<file path="src/rtl/spi_hs_pkg.sv">
// Package: shared widths, flag indices and the limit register layout for
// the SPI handshake monitor. Assumes 8-bit limits packed into one word.
package spi_hs_pkg;
    localparam int DLY_W     = 8;
    localparam int REG_W     = 2 * DLY_W;
    localparam int NUM_FLAGS = 2;
    localparam int FLAG_TO   = 0;   // setup (chip-select to enable) timeout
    localparam int FLAG_DS   = 1;   // desynchronization

    // Limit register: release limit in the upper byte, setup limit in the lower.
    typedef struct packed {
        logic [DLY_W-1:0] rel_lim;
        logic [DLY_W-1:0] setup_lim;
    } hs_limits_t;
endpackage

</file>
<file path="src/rtl/hs_ena_sync.sv">
// Synchronizer and edge detector for the slave enable line.
// Assumes ena_async is asynchronous to clk; STAGES >= 2.
module hs_ena_sync #(
    parameter int STAGES = 2
) (
    input  logic clk,
    input  logic rst_n,
    input  logic ena_async,
    output logic ena_lvl,
    output logic ena_rise,
    output logic ena_fall
);
    logic [STAGES-1:0] sync_q;
    logic              lvl_d;

    // Shift the asynchronous level through the synchronizer chain.
    always_ff @(posedge clk) begin
        if (!rst_n) sync_q <= '0;
        else        sync_q <= {sync_q[STAGES-2:0], ena_async};
    end

    // Remember the previous synchronized level for edge detection.
    always_ff @(posedge clk) begin
        if (!rst_n) lvl_d <= 1'b0;
        else        lvl_d <= sync_q[STAGES-1];
    end

    assign ena_lvl  = sync_q[STAGES-1];
    assign ena_rise = ena_lvl & ~lvl_d;
    assign ena_fall = ~ena_lvl & lvl_d;
endmodule

</file>
<file path="src/rtl/hs_window.sv">
// One handshake window: counts bit strobes after a start event and fires
// when the awaited enable level has not appeared by strobe number `limit`.
// WAIT_HIGH selects whether enable high (setup) or low (release) ends it.
// Assumes start and abort are never both asserted meaningfully together;
// start takes priority.
module hs_window #(
    parameter int CNT_W     = 8,
    parameter bit WAIT_HIGH = 1'b1
) (
    input  logic             clk,
    input  logic             rst_n,
    input  logic             start,
    input  logic             abort,
    input  logic             tick,
    input  logic             ena_lvl,
    input  logic [CNT_W-1:0] limit,
    output logic             busy,
    output logic [CNT_W-1:0] cnt,
    output logic             fire
);
    logic level_ok;

    // Pick the enable level that satisfies this window.
    generate
        if (WAIT_HIGH) begin : g_wait_high
            assign level_ok = ena_lvl;
        end else begin : g_wait_low
            assign level_ok = ~ena_lvl;
        end
    endgenerate

    // Failure: still waiting when the strobe at the limit arrives.
    assign fire = busy & ~start & ~abort & ~level_ok & tick & (cnt >= limit);

    // Arm, count strobes and disarm on success, abort or failure.
    always_ff @(posedge clk) begin
        if (!rst_n) begin
            busy <= 1'b0;
            cnt  <= '0;
        end else if (start) begin
            busy <= 1'b1;
            cnt  <= '0;
        end else if (busy) begin
            if (abort || level_ok || fire) begin
                busy <= 1'b0;
            end else if (tick) begin
                cnt <= cnt + 1'b1;
            end
        end
    end
endmodule

</file>
<file path="src/rtl/hs_flags.sv">
// Sticky status flags with write-one-to-clear and a masked interrupt.
// Assumes set requests are single-cycle pulses; set wins over clear.
module hs_flags #(
    parameter int N = 2
) (
    input  logic         clk,
    input  logic         rst_n,
    input  logic [N-1:0] set_req,
    input  logic         clr_wr,
    input  logic [N-1:0] clr_mask,
    input  logic [N-1:0] irq_en,
    output logic [N-1:0] flags,
    output logic         irq
);
    genvar i;
    generate
        for (i = 0; i < N; i++) begin : g_flag
            // Hold one flag: set on request, clear on write of one.
            always_ff @(posedge clk) begin
                if (!rst_n)                      flags[i] <= 1'b0;
                else if (set_req[i])             flags[i] <= 1'b1;
                else if (clr_wr && clr_mask[i])  flags[i] <= 1'b0;
            end
        end
    endgenerate

    assign irq = |(flags & irq_en);
endmodule

</file>
<file path="src/rtl/spi_hs_monitor.sv">
// Top: supervises the slave enable handshake of an SPI master. Runs a setup
// window from chip-select assertion and a release window from chip-select
// deassertion, plus an early-release check during the character.
// Assumes bit_tick is a single-cycle strobe at the SPI bit rate and that
// cs_active and xfer_done are synchronous to clk.
module spi_hs_monitor
    import spi_hs_pkg::*;
#(
    parameter int SYNC_STAGES = 2
) (
    input  logic             clk,
    input  logic             rst_n,
    input  logic             master_mode,
    input  logic             hs_enable,
    input  logic             cs_active,
    input  logic             xfer_done,
    input  logic             bit_tick,
    input  logic             ena_in,
    input  logic             reg_wr,
    input  logic [REG_W-1:0] reg_wdata,
    input  logic             flag_clr_wr,
    input  logic [1:0]       flag_clr,
    input  logic [1:0]       irq_en,
    output logic             flag_timeout,
    output logic             flag_desync,
    output logic             irq
);
    hs_limits_t           limits_q;
    logic                 cs_q;
    logic                 done_seen;
    logic                 mon_on;
    logic                 cs_rise, cs_fall;
    logic                 ena_lvl, ena_rise, ena_fall;
    logic                 setup_busy, rel_busy;
    logic [DLY_W-1:0]     setup_cnt, rel_cnt;
    logic                 setup_fire, rel_fire;
    logic                 early_rel;
    logic [NUM_FLAGS-1:0] set_req;
    logic [NUM_FLAGS-1:0] flags;

    assign mon_on  = master_mode & hs_enable;
    assign cs_rise = cs_active & ~cs_q;
    assign cs_fall = ~cs_active & cs_q;

    // Load both limits from the register write port.
    always_ff @(posedge clk) begin
        if (!rst_n)      limits_q <= '0;
        else if (reg_wr) limits_q <= hs_limits_t'(reg_wdata);
    end

    // Track chip-select for edge detection.
    always_ff @(posedge clk) begin
        if (!rst_n) cs_q <= 1'b0;
        else        cs_q <= cs_active;
    end

    // Remember whether the final bit went out since chip-select rose.
    always_ff @(posedge clk) begin
        if (!rst_n)         done_seen <= 1'b0;
        else if (cs_rise)   done_seen <= 1'b0;
        else if (xfer_done) done_seen <= 1'b1;
    end

    hs_ena_sync #(.STAGES(SYNC_STAGES)) u_sync (
        .clk       (clk),
        .rst_n     (rst_n),
        .ena_async (ena_in),
        .ena_lvl   (ena_lvl),
        .ena_rise  (ena_rise),
        .ena_fall  (ena_fall)
    );

    hs_window #(.CNT_W(DLY_W), .WAIT_HIGH(1'b1)) u_setup_win (
        .clk     (clk),
        .rst_n   (rst_n),
        .start   (mon_on & cs_rise),
        .abort   (~mon_on | ~cs_active),
        .tick    (bit_tick),
        .ena_lvl (ena_lvl),
        .limit   (limits_q.setup_lim),
        .busy    (setup_busy),
        .cnt     (setup_cnt),
        .fire    (setup_fire)
    );

    hs_window #(.CNT_W(DLY_W), .WAIT_HIGH(1'b0)) u_rel_win (
        .clk     (clk),
        .rst_n   (rst_n),
        .start   (mon_on & cs_fall),
        .abort   (~mon_on | cs_active),
        .tick    (bit_tick),
        .ena_lvl (ena_lvl),
        .limit   (limits_q.rel_lim),
        .busy    (rel_busy),
        .cnt     (rel_cnt),
        .fire    (rel_fire)
    );

    // Enable dropping while the character is still in flight.
    assign early_rel = mon_on & cs_active & ~done_seen & ~xfer_done & ena_fall;

    assign set_req[FLAG_TO] = setup_fire;
    assign set_req[FLAG_DS] = rel_fire | early_rel;

    hs_flags #(.N(NUM_FLAGS)) u_flags (
        .clk      (clk),
        .rst_n    (rst_n),
        .set_req  (set_req),
        .clr_wr   (flag_clr_wr),
        .clr_mask (flag_clr),
        .irq_en   (irq_en),
        .flags    (flags),
        .irq      (irq)
    );

    assign flag_timeout = flags[FLAG_TO];
    assign flag_desync  = flags[FLAG_DS];
endmodule

</file>
<file path="config.mk">
export PLATFORM = sky130hd
export DESIGN_NAME = spi_hs_monitor
export DESIGN_NICKNAME = d
export VERILOG_FILES = /design/src/rtl/spi_hs_pkg.sv /design/src/rtl/hs_ena_sync.sv /design/src/rtl/hs_window.sv /design/src/rtl/hs_flags.sv /design/src/rtl/spi_hs_monitor.sv
export SDC_FILE = /design/constraint.sdc
export NUM_CORES = 1
export LEC_CHECK = 0
export ABC_AREA = 1
export BUFFER_PORTS_ARGS = -buffer_cell sky130_fd_sc_hd__buf_2
export CORE_MARGIN = 1
export CORE_UTILIZATION = 50
export DETAILED_ROUTE_END_ITERATION = 16
export PLACE_DENSITY_LB_ADDON = 0.25
export SYNTH_ARGS = -nofsm -noshare
export SYNTH_HDL_FRONTEND = slang
export SYNTH_SLANG_ARGS = --single-unit
</file>
<file path="constraint.sdc">
create_clock -name clk -period 1.9 [get_ports clk]
set_input_delay 0.095 -clock clk [delete_from_list [all_inputs] [get_ports clk]]
set_output_delay 0.095 -clock clk [all_outputs]
set_load 0.05 [all_outputs]
</file>
==> metrics.yaml <==
floorplanning:
  initial_core_util_pct: 52.9
  die_h_um: 67.7
  dieArea_um2: 4590
  pin_count: 33
  die_w_um: 67.7
  row_count: 23
  core_area_um2: 4090
worst_setup_path:
  arrival_ps: 1880
  cp.depth: 12
  crit_buf_inv: 2
  r2r_end: "u_rel_win.cnt[2]"
  end_kind: "flop"
  max_stage_delay_ps: 380
  reg2reg_slack_ps: 240
  path_cells: "inv_1, ha_1, nand2_1, nor2_1, nor2_1, nand2_1, nand2_1, nand2_1, nand2_2, buf_4, nand3_1, a21oi_1"
  crit_family: "simple AND/OR/NAND/NOR gates"
  r2r.worst_path.cells: 12
  critPathMaxFanout: 6
  start_kind: "flop"
  crit_type: "flop to flop"
  cp.required_ps: 2120
  regToRegStartpoint: "u_rel_win.cnt[0]"
  crit_top_cell: "nand2_1"
  cp_slowest_cell: "dfxtp_1"
power:
  cellPowerDensity_nw_per_um2: 659
  power_leakage_nw: 1.17
  total_power_w: 0.00164
  ir_worst_vdd_mv: 0.525
run:
  timing.max_cap.violations: 0
routing:
  vias_per_cell: 4.99
  vias: 1898
  wl_per_cell_um: 11.2
  firstDrtPassIters: 4
  ant_nets: 0
  drc: 0
  drt_wl_total_um: 4240
  dr.first_iter.drc_count: 88
worst_hold_path:
  min_from: "ena_in"
  hp-class: "input pin to flop"
  hold_path_end: "u_sync.sync_q[0]"
  hold_path_depth: 3
final_layout:
  layout-drive-gt1-share_pct: 17.3
  antenna-diode-count: 0
  final_cell_mix: "nand2_1, dfxtp_1, inv_1"
  final_common_cell: "nand2_1"
  area_delta_synth_final_pct: 15.3
  layout.nets: 378
  fillers: 363
timing:
  fin_crit_ps: 1660
  fin_setup_tns_ps: 0
  timing_hold_violations_final: 0
  fin_skew_ps: 4.91
  rsz0062_at_grt: "false"
  setup_viol_count_final: 0
  max_freq_mhz: 602
  period_share_pct: 87.4
  slew_headroom_pct: 53.4
  maxSlewViolCount: 0
  tightest_slew_ps: 699
clocking:
  clk_pin_slew_worst_paths_ps: 80
  ctsHtreeMaxLevel: 2
  numCtsBuffers: 5
  cts_setup_buffers: 0
  cts_sinks: 41
  clockBufferDepth: 2
  cts_tree: "done"
  worst_skew_pair.late_latency_ps: 290
  cts_hold_buffers: 0
  ctsResizeCount: 0
  cts-root-buf: "clkbuf_8"
placed_design:
  gp_congestion: 0.840
  place_hpwl_um: 3150
  io_buffers: 32
logic_synthesis:
  synthCells: 292
  yosys_warnings: 0
  ys_seq_area_share_pct: 38.0
  synth_area_per_cell_um2: 7.40
  syn_area_um2: 2160
  synth_cell_type_count: 29
  syn-num-nets: 340
  synth_seq_cells: 41
grt:
  grt_pass1_wl_um: 7420
  grt_use_met3_pct: 5.74
  grt_max_degree: 31
  grt_busiest_layer: "met2"
  grt_pass1_vias: 1771
  gr-total-overflow: 0
  antenna_found_initial: 0
  grt.total_usage_pct: 21.6
  use_met2_pct: 34.9
  groute.layer.met1.usage_pct: 28.0
outcome:
  status: "finished clean"
-- stage by stage --
step	setup WS, ps	cells	cell area (um^2)	util, %	hold WS, ps
6_report	239	380	2490	61.0	10.5
5_1_grt	30.1	380	2490	61.0	19.6
4_1_cts	170	380	2480	60.8	8.88
3_5_place_dp	203	373	2390	58.6	313
3_3_place_gp	217	373	2390	58.6	314
2_1_floorplan	436	292	2160	-	187
-- how the worst max path moves through the flow --
stage | start | slack, ps | to
finish | u_rel_win.cnt[0] | 240 | u_rel_win.cnt[2]
detailed placement | u_rel_win.cnt[0] | 200 | u_rel_win.cnt[2]
global placement | u_rel_win.cnt[0] | 220 | u_rel_win.cnt[2]
floorplan | u_rel_win.cnt[2] | 440 | u_rel_win.cnt[0]
CTS | u_rel_win.cnt[0] | 170 | u_rel_win.cnt[2]
global route | u_rel_win.cnt[0] | 30 | u_rel_win.cnt[4]
-- cell usage after synthesis, drive strengths merged --
cell type  count  area share [%]
o21a           2            0.69
a31oi          1            0.29
a211oi         1            0.35
nor2          23             4.1
clkbuf         5            0.87
nor3           1            0.23
ha            18              10
nand2         63              12
o21ai         16             3.7
or2            1            0.29
a22o           1            0.41
clkinv         1            0.17
dfxtp         41              38
buf            2            0.75
xor2           4             1.6
nand3         25             6.0
bufinv         1            0.81
inv           39             6.8
a21oi         37             8.9
xnor2          4             1.6
nand4          6             2.4
-- kinds of logic (layout without fill, tap and decap cells) --
logic type      after synthesis  in the layout  synth area share [%]
compound gates               58             58                  14.4
xor+xnor                      8              8                  3.24
fa+ha+maj                    18             18                  10.4
buf+inv                      48             86                  9.38
flops                        41             41                  38.0
simple gates                119            119                  24.6
-- where the power goes --
part / switching [W] / internal (W) / total, W
Clock: 0.000294 / 0.000287 / 0.000581
Sequential: 0.0000102 / 0.000888 / 0.000898
Combinational: 0.0000979 / 0.0000639 / 0.000162
Total: 0.000402 / 0.00124 / 0.00164
-- worst reg2reg max path, stage by stage (launching register included) --
cell and delay, ps:
dfxtp_1 380, inv_1 80, ha_1 270, nand2_1 60, nor2_1 40, nor2_1 80
nand2_1 60, nand2_1 50, nand2_1 70, nand2_2 120, buf_4 160, nand3_1 70
a21oi_1 150
-- flip-flops by register name (all words and copies together) (netlist names), 2 cells and up --
register	flops
u_sync.sync_q	2
u_setup_win.cnt	8
limits_q	16
u_flags.flags	2
u_rel_win.cnt	8
-- final cells by class --
type                            instances  area, um^2  area share, %
Clock buffer                            6        82.6           3.31
Timing Repair Buffer                   38         205           8.24
Tap cell                               50        62.6           2.51
Sequential cell                        41         821           32.9
Clock inverter                          1        7.51          0.301
Inverter                               41         168           6.73
Multi-Input combinational cell        203        1140           46.0
-- metal layers --
metal / up-vias / part of all wire [%]
met4: 0 / 0.68
met3: 2 / 4.2
met2: 37 / 45
li1: 1030 / -
met5: - / 0
met1: 829 / 50
Power figures use the tool's default switching activity.
